$ cat config.mk
export PLATFORM = sky130hd
export DESIGN_NAME = vram_phase_arbiter
export DESIGN_NICKNAME = d
export VERILOG_FILES = /design/src/rtl/vram_arb_pkg.sv /design/src/rtl/vram_arb_window.sv /design/src/rtl/vram_arb_latch.sv /design/src/rtl/vram_arb_mux.sv /design/src/rtl/vram_phase_arbiter.sv
export SDC_FILE = /design/constraint.sdc
export NUM_CORES = 1
export LEC_CHECK = 0
export CORE_ASPECT_RATIO = 0.9
export CORE_MARGIN = 1.5
export CORE_UTILIZATION = 55
export DETAILED_ROUTE_END_ITERATION = 10
export DONT_BUFFER_PORTS = 1
export GPL_ROUTABILITY_DRIVEN = 0
export PLACE_DENSITY = 0.75
export SLEW_MARGIN = 25
export SYNTH_ARGS = -nofsm -noshare
export SYNTH_HDL_FRONTEND = slang
export SYNTH_HIERARCHICAL = 1
export SYNTH_SLANG_ARGS = --single-unit
$ cat constraint.sdc
create_clock -name clk -period 5.22 [get_ports clk]
set_input_delay 1.566 -clock clk [delete_from_list [all_inputs] [get_ports clk]]
set_output_delay 1.566 -clock clk [all_outputs]
set_load 0.02 [all_outputs]
$ cat src/rtl/vram_arb_pkg.sv
package vram_arb_pkg;

    localparam int DATA_W = 8;

    // Who owns the video RAM pins this instant
    typedef enum logic [1:0] {
        ROUTE_VIDEO = 2'd0,
        ROUTE_VRAM  = 2'd1,
        ROUTE_MAIN  = 2'd2
    } route_e;

    // Registered state of the display byte latch
    typedef struct packed {
        logic              phase;
        logic [DATA_W-1:0] stage;
        logic [DATA_W-1:0] byte_out;
        logic              stb;
    } vlatch_t;

endpackage

$ cat src/rtl/vram_arb_window.sv
module vram_arb_window #(
    parameter int                  CPU_AW   = 16,
    parameter int                  VRAM_AW  = 10,
    parameter logic [CPU_AW-1:0]   WIN_BASE = 16'hC000
) (
    input  logic [CPU_AW-1:0] cpu_addr,
    input  logic              overlay_en,
    output logic              in_window,
    output logic              hit
);
    localparam int TAG_W = CPU_AW - VRAM_AW;
    localparam logic [TAG_W-1:0] WIN_TAG = WIN_BASE[CPU_AW-1:VRAM_AW];

    always_comb begin
        in_window = (cpu_addr[CPU_AW-1:VRAM_AW] == WIN_TAG);
        hit       = in_window && overlay_en;
    end
endmodule

$ cat src/rtl/vram_arb_latch.sv
module vram_arb_latch
    import vram_arb_pkg::*;
(
    input  logic              clk,
    input  logic              rst_n,
    input  logic              phi2,
    input  logic [DATA_W-1:0] vram_rdata,
    output logic [DATA_W-1:0] vid_byte,
    output logic              vid_byte_stb
);
    vlatch_t st_d, st_q;

    always_comb begin
        st_d       = st_q;
        st_d.phase = phi2;
        st_d.stb   = 1'b0;
        if (!phi2) begin
            // keep the most recent fetch of the video half
            st_d.stage = vram_rdata;
        end
        if (phi2 && !st_q.phase) begin
            st_d.byte_out = st_q.stage;
            st_d.stb      = 1'b1;
        end
    end

    always_ff @(posedge clk) begin
        if (!rst_n) begin
            st_q.phase    <= 1'b1;
            st_q.stage    <= '0;
            st_q.byte_out <= '0;
            st_q.stb      <= 1'b0;
        end else begin
            st_q <= st_d;
        end
    end

    assign vid_byte     = st_q.byte_out;
    assign vid_byte_stb = st_q.stb;


    byte_hold_chk: assert property (@(posedge clk) disable iff (!rst_n)
        !vid_byte_stb |-> $stable(vid_byte));

    stb_single_chk: assert property (@(posedge clk) disable iff (!rst_n)
        vid_byte_stb |=> !vid_byte_stb);
endmodule

$ cat src/rtl/vram_arb_mux.sv
module vram_arb_mux
    import vram_arb_pkg::*;
#(
    parameter int VRAM_AW = 10
) (
    input  logic               phi2,
    input  logic               hit,
    input  logic               cpu_rw,
    input  logic [VRAM_AW-1:0] cpu_addr_lo,
    input  logic [DATA_W-1:0]  cpu_wdata,
    input  logic [VRAM_AW-1:0] vid_addr,
    input  logic [DATA_W-1:0]  vram_rdata,
    output logic [VRAM_AW-1:0] vram_addr,
    output logic [DATA_W-1:0]  vram_wdata,
    output logic               vram_oe,
    output logic               vram_we,
    output logic [DATA_W-1:0]  cpu_rdata,
    output logic               cpu_rdata_oe,
    output logic               main_sel
);
    route_e route;

    always_comb begin
        if (!phi2)    route = ROUTE_VIDEO;
        else if (hit) route = ROUTE_VRAM;
        else          route = ROUTE_MAIN;
    end

    always_comb begin
        vram_addr    = vid_addr;
        vram_wdata   = cpu_wdata;
        vram_oe      = 1'b0;
        vram_we      = 1'b0;
        cpu_rdata    = vram_rdata;
        cpu_rdata_oe = 1'b0;
        main_sel     = 1'b0;
        unique case (route)
            ROUTE_VIDEO: begin
                vram_oe = 1'b1;
            end
            ROUTE_VRAM: begin
                vram_addr    = cpu_addr_lo;
                vram_oe      = cpu_rw;
                vram_we      = !cpu_rw;
                cpu_rdata_oe = cpu_rw;
            end
            default: begin
                main_sel = 1'b1;
            end
        endcase
    end
endmodule

$ cat src/rtl/vram_phase_arbiter.sv
module vram_phase_arbiter
    import vram_arb_pkg::*;
#(
    parameter int                CPU_AW   = 16,
    parameter int                VRAM_AW  = 10,
    parameter logic [CPU_AW-1:0] WIN_BASE = 16'hC000
) (
    input  logic               clk,
    input  logic               rst_n,
    input  logic               phi2,
    input  logic               overlay_en,
    input  logic [CPU_AW-1:0]  cpu_addr,
    input  logic               cpu_rw,
    input  logic [DATA_W-1:0]  cpu_wdata,
    output logic [DATA_W-1:0]  cpu_rdata,
    output logic               cpu_rdata_oe,
    output logic               main_sel,
    input  logic [VRAM_AW-1:0] vid_addr,
    output logic [DATA_W-1:0]  vid_byte,
    output logic               vid_byte_stb,
    output logic [VRAM_AW-1:0] vram_addr,
    output logic [DATA_W-1:0]  vram_wdata,
    input  logic [DATA_W-1:0]  vram_rdata,
    output logic               vram_oe,
    output logic               vram_we
);
    logic in_window;
    logic hit;

    vram_arb_window #(
        .CPU_AW  (CPU_AW),
        .VRAM_AW (VRAM_AW),
        .WIN_BASE(WIN_BASE)
    ) u_window (
        .cpu_addr  (cpu_addr),
        .overlay_en(overlay_en),
        .in_window (in_window),
        .hit       (hit)
    );

    vram_arb_mux #(
        .VRAM_AW(VRAM_AW)
    ) u_mux (
        .phi2        (phi2),
        .hit         (hit),
        .cpu_rw      (cpu_rw),
        .cpu_addr_lo (cpu_addr[VRAM_AW-1:0]),
        .cpu_wdata   (cpu_wdata),
        .vid_addr    (vid_addr),
        .vram_rdata  (vram_rdata),
        .vram_addr   (vram_addr),
        .vram_wdata  (vram_wdata),
        .vram_oe     (vram_oe),
        .vram_we     (vram_we),
        .cpu_rdata   (cpu_rdata),
        .cpu_rdata_oe(cpu_rdata_oe),
        .main_sel    (main_sel)
    );

    vram_arb_latch u_latch (
        .clk         (clk),
        .rst_n       (rst_n),
        .phi2        (phi2),
        .vram_rdata  (vram_rdata),
        .vid_byte    (vid_byte),
        .vid_byte_stb(vid_byte_stb)
    );


    video_half_no_write_chk: assert property (@(posedge clk) disable iff (!rst_n)
        !phi2 |-> (!vram_we && vram_oe && vram_addr == vid_addr));

    video_half_bus_quiet_chk: assert property (@(posedge clk) disable iff (!rst_n)
        !phi2 |-> (!cpu_rdata_oe && !main_sel));

    write_needs_overlay_chk: assert property (@(posedge clk) disable iff (!rst_n)
        vram_we |-> (phi2 && overlay_en && in_window && !cpu_rw));

    drive_implies_read_chk: assert property (@(posedge clk) disable iff (!rst_n)
        cpu_rdata_oe |-> (vram_oe && phi2 && !main_sel));

    main_excludes_vram_chk: assert property (@(posedge clk) disable iff (!rst_n)
        main_sel |-> (!vram_we && !vram_oe && !cpu_rdata_oe));

    stb_on_phase_rise_chk: assert property (@(posedge clk) disable iff (!rst_n)
        vid_byte_stb |-> phi2);
endmodule

==> results of run 1 <==
routing by layer:
metal | up-vias | global-route usage | part of all wire
met5 | - | 0 | 0
met4 | 0 | 0.0278 | 0.0025
met3 | 2 | 0.0927 | 0.10
met2 | 22 | 0.176 | 0.48
met1 | 247 | 0.168 | 0.42
li1 | 279 | - | -
power groups by stage:
stage | clock, W | combinational (W) | sequential (W)
after CTS | 0.0000868 | 0.0000264 | 0.000147
after floorplan | 0 | 0.0000507 | 0.000148
after global routing | 0.0000924 | 0.0000276 | 0.000147
after detailed placement | 0 | 0.0000264 | 0.000150
final | 0.0000822 | 0.0000262 | 0.000147
after global placement | 0 | 0.0000259 | 0.000150
final cells by class:
type	instances	area (µm²)	area share
multi-input cells	61	503	0.540
flip-flops and latches	18	360	0.387
clock buffers	4	36.3	0.0390
well taps	25	31.3	0.0336
state kept, by name, summed over array words and instances, names as in the netlist:
register              count
u_latch/st_q              9
u_latch/vid_byte_stb      1
u_latch/vid_byte          8
worst max-delay path: stages:
cell and delay, ns:
nand4bb_1 0.17, nor4b_2 0.38, nand2_2 0.29, mux2_4 0.41
path summary, 6_finish.rpt:
check / endpoint / slack, ns / cells past startpoint
max: vram_addr[6] / 0.83 / 4
min: u_latch/vid_byte[7]$_SDFFE_PN0P_ / 0.46 / 2
max reg2reg: u_latch/vid_byte[3]$_SDFFE_PN0P_ / 4.27 / 2
min reg2reg: u_latch/vid_byte[7]$_SDFFE_PN0P_ / 0.46 / 2
metrics by stage:
stage | cells | cell area (µm²) | hold WS (ns)
after floorplan | 109 | 1090 | 0.435
after global placement | 104 | 895 | 0.443
after detailed placement | 104 | 895 | 0.457
after CTS | 108 | 931 | 0.467
after global routing | 108 | 931 | 0.484
final | 108 | 931 | 0.462
==> flow_summary.toml, run 1 <==
[synth]
syn_area_um2 = 1090
synth.avg_cell_area_um2 = 10.0
syn_nets = 156
synthCells = 109
ys_warn_count = 6

[floorplan]
core_um2 = 1900
fp.dieH_um = 45.3
initial_core_util = 0.576
die_x_um = 50.0
ios = 86
fp-row-count = 15
die_area_um2 = 2260

[power_and_ir_drop]
power_frac_comb = 0.103
net-switching-power_w = 0.0000561
p_leak_nw = 0.388
intPower_w = 0.000199
p_sw_frac = 0.220
ir_drop_uv = 226
clockPowerShare = 0.322
power_density_nw_per_um2 = 274
p_seq_frac = 0.575
power.total_w = 0.000255

[detailed_routing]
drt_first_pass_iters = 3
drtIter0Drc = 14
wl_mm = 1.62
wl_per_cell_um = 15.0
route.detailed.drc = 0
vias = 550
via_per_inst = 5.09
ant_nets = 0

[sta]
fin_crit_ns = 4.39
slew_headroom = 0.739
hold_viol_final = 0
worst_slew_pin_slew_ns = 0.390
period_share = 0.842
slew_violations = 0
clock-skew-final_ns = 0.00163
rsz0062_at_grt = "false"
tns_ns = 0
fmax_mhz = 228
setup_ws_ns = 0.827
finalSetupViolCount = 0

[hold_path]
hp-start = "u_latch/st_q[16]$_SDFFE_PN0N_"
hp-class = "flip-flop to flip-flop"

[layout]
fin_nets = 131
diodes = 0
utilization = 0.491
syn_to_final_growth_pct = -14.8
fill_cells = 172
mostFrequentLayoutCells = "18 x nand2_1, 18 x dfxtp_1, 16 x mux2i_1, 9 x mux2_4, 8 x nor2b_1"
drive_gt1_frac = 0.229

[placed_design]
dp_hpwl_mm = 1.20
io_buffers = 0
place_ws_ns = 0.837

[cts]
root_buffer = "clkbuf_4"
clk_pin_slew_ns = 0.09
clock_path_buffers = 2
cts_tree = "yes"
ctsHoldBuffers = 0
postCtsResizedCells = 0
cts_setup_buffers = 0
h-tree-depth = 1
clkLatencyLatePin_ns = 0.28
numCtsBuffers = 3
clock_sinks = 18

[setup_path]
cp-startpoint = "cpu_addr[10]"
critPathLaunchType = "primary input"
endpoint_kind = "primary output"
timing.rr.start = "u_latch/st_q[17]$_SDFF_PN1_"
crit_fanout = 11
crit_type = "primary input to primary output"
cp_data_required_time_ns = 3.65
crit_arrival_ns = 2.83

[grt]
grt_max_degree = 27
grt_pass1_wl_mm = 2.17
track_usage = 0.130
grt_pass1_vias = 388
grt_antenna_before_repair = 0
overflow = 0

[status]
status = "finished clean"

[job]
drv_cap = 0
No activity file was read; power rests on OpenSTA's default activity.
==> run 2, diff against run 1 <==
--- a/config.mk
+++ b/config.mk
@@ -11,7 +11,7 @@
 export DETAILED_ROUTE_END_ITERATION = 10
 export DONT_BUFFER_PORTS = 1
 export GPL_ROUTABILITY_DRIVEN = 0
-export PLACE_DENSITY = 0.75
+export PLACE_DENSITY = 0.78
 export SLEW_MARGIN = 25
 export SYNTH_ARGS = -nofsm -noshare
 export SYNTH_HDL_FRONTEND = slang
==> constraint.sdc (replaced) <==
create_clock -name clk -period 3.55 [get_ports clk]
set_input_delay 1.065 -clock clk [delete_from_list [all_inputs] [get_ports clk]]
set_output_delay 1.065 -clock clk [all_outputs]
set_load 0.02 [all_outputs]
==> run 2 against run 1 <==
Net effect:
- first-iteration DRC count decreased by 71%
- sequential share of layout area increased by 0.58 points
- non-clock buffer count stayed put
- clock skew grew 0.0058 ns
- wire length is 3.0% higher
- design area shrank 1.5%
- via count grew 1.8%
- critical path depth did not move
- critical path type unchanged
- largest cell class unchanged
==> flow_summary.toml, run 2 (synthesis gave the netlist of run 1 again) <==
[status]
status = "finished clean"

[setup_path]
critPathLaunchType = "primary input"
timing.rr.start = "u_latch/st_q[17]$_SDFF_PN1_"
crit_type = "primary input to primary output"
r2r_end = "u_latch/vid_byte[7]$_SDFFE_PN0P_"
crit_arrival_ns = 2.35
cp_num_buf_inv = 0
cp_top_family = "simple AND/OR/NAND/NOR gates"
cp_data_required_time_ns = 2.48
crit_fanout = 11
endpoint_kind = "primary output"
cpPeakStageDelay_ns = 0.41
ff2ff_path_depth = 2
ff2ff_setup_slack_ns = 2.58
crit_path_top_delay_cell = "mux2_4"
crit_chain = "nand4bb_1 > nor4b_2 > nand2_2 > mux2_4"

[sta]
slew_violations = 0
finalSetupViolCount = 0
fin_crit_ns = 3.41
tns_ns = 0
fmax_mhz = 293
hold_viol_final = 0
clock-skew-final_ns = 0.00741
period_share = 0.962
slew_headroom = 0.722
rsz0062_at_grt = "false"
worst_slew_pin_slew_ns = 0.416

[cts]
clock_path_buffers = 2
clock_sinks = 18
cts_tree = "yes"
ctsHoldBuffers = 0
h-tree-depth = 1
root_buffer = "clkbuf_4"
postCtsResizedCells = 0
cts_setup_buffers = 0
clkLatencyLatePin_ns = 0.29
clk_pin_slew_ns = 0.09
numCtsBuffers = 3

[grt]
grt_pass1_vias = 525
track_usage = 0.149
grt_antenna_before_repair = 0
grt_max_degree = 27
grt_pass1_wl_mm = 2.49
overflow = 0

[power_and_ir_drop]
power_frac_comb = 0.111
clockPowerShare = 0.273
p_leak_nw = 0.381
p_sw_frac = 0.231
intPower_w = 0.000269
p_seq_frac = 0.616
ir_drop_uv = 238
power_density_nw_per_um2 = 382
net-switching-power_w = 0.0000809

[layout]
drive_gt1_frac = 0.220
largest_reg_flops = 9
multi_input_area_um2 = 503
syn_to_final_growth_pct = -16.0
fill_cells = 186
regMostFlops = "u_latch/st_q"
finalInstanceArea_um2 = 917
diodes = 0
utilization = 0.484
register_area_um2 = 360
post_layout_nonfiller_instances = 107
fin_nets = 131
mostFrequentLayoutCells = "18 x nand2_1, 18 x dfxtp_1, 16 x mux2i_1, 9 x mux2_4, 8 x nor2b_1"

[detailed_routing]
ant_nets = 0
route.detailed.drc = 0
vias = 560
via_per_inst = 5.23
drtIter0Drc = 4
drt_first_pass_iters = 4
wl_per_cell_um = 15.6
wl_mm = 1.67

[hold_path]
holdPathStages = 2
hp-start = "u_latch/st_q[13]$_SDFFE_PN0N_"
whs_endpoint = "u_latch/vid_byte[4]$_SDFFE_PN0P_"
hp-class = "flip-flop to flip-flop"

[floorplan]
fp-row-count = 15
ios = 86
core_um2 = 1900
initial_core_util = 0.576
die_x_um = 50.0
fp.dieH_um = 45.3
die_area_um2 = 2260

[job]
drv_cap = 0

[placed_design]
dp.cells = 104
dpl_cell_area_um2 = 895
io_buffers = 0
==> run 2: final cells by class <==
cell class              count  share of cell area
well taps                  25              0.0341
clock buffers               3              0.0246
flip-flops and latches     18               0.393
multi-input cells          61               0.548
==> run 2: layer usage <==
metal	track usage	routed length, µm
met5	0	0
met4	0.0500	4
met3	0.0828	123
met2	0.237	857
met1	0.172	687
==> run 2: through the flow <==
step           hold slack, ns  power (W)  worst slack [ns]
2_1_floorplan           0.435   0.000292             0.318
3_3_place_gp            0.443   0.000258             0.236
3_5_place_dp            0.456   0.000260             0.140
4_1_cts                 0.470   0.000356             0.138
5_1_grt                 0.492   0.000367            0.0320
6_report                0.465   0.000350             0.135
==> run 2: power groups by stage <==
stage	Combinational (W)	Sequential (W)	Clock [W]
after floorplan	0.0000745	0.000218	0
after global placement	0.0000382	0.000220	0
after detailed placement	0.0000392	0.000221	0
after CTS	0.0000392	0.000216	0.000101
after global routing	0.0000410	0.000217	0.000109
final	0.0000388	0.000216	0.0000957
==> run 2: worst max path at each step <==
stage | startpoint | end | slack [ns] | depth (start not counted)
final | cpu_addr[10] | vram_addr[9] | 0.14 | 4
after global routing | cpu_addr[10] | vram_addr[9] | 0.03 | 4
after CTS | cpu_addr[10] | vram_addr[5] | 0.14 | 4
after detailed placement | cpu_addr[10] | vram_addr[5] | 0.14 | 4
after global placement | cpu_addr[10] | vram_addr[0] | 0.24 | 4
after floorplan | cpu_addr[10] | vram_addr[0] | 0.32 | 5
==> run 2: worst min-delay path, delay by kind of cell (launching register included) <==
kind,cells,cell delay [ns]
flip-flops,1,0.32
multiplexers,1,0.05
AND/OR/NAND/NOR,1,0.05
==> run 3, diff against run 2 <==
--- a/config.mk
+++ b/config.mk
@@ -5,9 +5,11 @@
 export SDC_FILE = /design/constraint.sdc
 export NUM_CORES = 1
 export LEC_CHECK = 0
+export CELL_PAD_IN_SITES_DETAIL_PLACEMENT = 1
+export CELL_PAD_IN_SITES_GLOBAL_PLACEMENT = 1
 export CORE_ASPECT_RATIO = 0.9
 export CORE_MARGIN = 1.5
-export CORE_UTILIZATION = 55
+export CORE_UTILIZATION = 38
 export DETAILED_ROUTE_END_ITERATION = 10
 export DONT_BUFFER_PORTS = 1
 export GPL_ROUTABILITY_DRIVEN = 0
==> run 3 against run 2 <==
Net effect:
- cell count increased by 14%
- sequential power about the same
- sequential share of layout area decreased by 0.79 points
- worst setup slack improved by 0.0078 ns
- fmax increased by 0.23%
- clock power decreased by 0.7%
- utilization decreased by 14 points
- non-clock buffer count unchanged
- largest power group unchanged
==> flow_summary.toml, run 3 (synthesis gave the netlist of run 1 again) <==
[setup_path]
crit_type = "primary input to primary output"
cp_data_required_time_ns = 2.48
critPathLaunchType = "primary input"
endpoint_kind = "primary output"
crit_fanout = 11
crit_arrival_ns = 2.34

[grt]
grt_antenna_before_repair = 0
grt_max_degree = 27
grt_pass1_vias = 577
track_usage = 0.120
grt_pass1_wl_mm = 2.79
overflow = 0

[floorplan]
core_um2 = 2750
fp-row-count = 18
die_area_um2 = 3210
fp.dieH_um = 53.9
ios = 86
die_x_um = 59.5
initial_core_util = 0.398

[detailed_routing]
wl_met2_mm = 1.07
wirelength_met1_um = 805
ant_nets = 0
met3_length_um = 136
wl_per_cell_um = 16.5
route.detailed.drc = 0
wl_mm = 2.01
highest_layer = "met3"
vias = 575
drt_first_pass_iters = 3
via_per_inst = 4.71
drtIter0Drc = 2

[cts]
clock_sinks = 18
cts_setup_buffers = 0
root_buffer = "clkbuf_4"
clock_path_buffers = 2
cts_tree = "yes"
ctsHoldBuffers = 0
postCtsResizedCells = 0
h-tree-depth = 1
numCtsBuffers = 3
clk_pin_slew_ns = 0.09
clkLatencyLatePin_ns = 0.28

[placed_design]
io_buffers = 0
place_ws_ns = 0.145
dp_hpwl_mm = 1.61

[sta]
fin_crit_ns = 3.41
fmax_mhz = 293
hold_viol_final = 0
tns_ns = 0
rsz0062_at_grt = "false"
slew_violations = 0
finalSetupViolCount = 0
worst_slew_pin_slew_ns = 0.398
period_share = 0.960
clock-skew-final_ns = 0.000919
slew_headroom = 0.734
setup_ws_ns = 0.143

[job]
drv_cap = 0

[layout]
utilization = 0.341
regMostFlops = "u_latch/st_q"
diodes = 0
syn_to_final_growth_pct = -14.3
fill_cells = 330
drive_gt1_frac = 0.220
fin_nets = 131
largest_reg_flops = 9
mostFrequentLayoutCells = "18 x nand2_1, 18 x dfxtp_1, 16 x mux2i_1, 9 x mux2_4, 8 x nor2b_1"

[power_and_ir_drop]
power.total_w = 0.000351
power_density_nw_per_um2 = 375
p_leak_nw = 0.381
ir_drop_uv = 110

[hold_path]
hp-class = "flip-flop to flip-flop"

[status]
status = "finished clean"
## run 3: cell counts in the layout (fill, tap and decap cells not counted)
No cell type changed its count.
## run 3: report_power, final
| part | total [W] | internal, W | switching (W) | leakage, nW |
|---|---|---|---|---|
| clock | 0.0000950 | 0.0000393 | 0.0000557 | 0.0138 |
| sequential | 0.000216 | 0.000210 | 0.00000669 | 0.147 |
| combinational | 0.0000396 | 0.0000203 | 0.0000192 | 0.220 |
| total | 0.000351 | 0.000269 | 0.0000816 | 0.381 |
## run 3: path summary, 6_finish.rpt
path | startpoint | to | slack (ns) | depth (start not counted)
max | cpu_addr[10] | vram_addr[1] | 0.14 | 4
min | u_latch/st_q[16]$_SDFFE_PN0N_ | u_latch/vid_byte[7]$_SDFFE_PN0P_ | 0.47 | 2
max reg2reg | u_latch/st_q[17]$_SDFF_PN1_ | u_latch/vid_byte[2]$_SDFFE_PN0P_ | 2.60 | 2
min reg2reg | u_latch/st_q[16]$_SDFFE_PN0N_ | u_latch/vid_byte[7]$_SDFFE_PN0P_ | 0.47 | 2
## run 3: routing by layer
layer	up-vias	track usage
li1	277	-
met1	285	0.133
met2	13	0.203
met3	0	0.0385
met4	0	0.0704
met5	-	0
## run 3: worst max-delay path, stage by stage
cell	delay [ns]
nand4bb_1	0.18
nor4b_2	0.39
nand2_2	0.29
mux2_4	0.41
## run 3: stage by stage
| step | area, µm² | hold WS [ns] | cells |
|---|---|---|---|
| floorplan | 1090 | 0.435 | 109 |
| global placement | 913 | 0.447 | 119 |
| detailed placement | 913 | 0.459 | 119 |
| CTS | 936 | 0.472 | 122 |
| global route | 936 | 0.487 | 122 |
| finish | 936 | 0.468 | 122 |
## run 3: layout make-up
cell class                      count  area (µm²)  share of cell area
Tap cell                           40        50.0              0.0535
Multi-Input combinational cell     61         503               0.537
Clock buffer                        3        22.5              0.0241
Sequential cell                    18         360               0.385
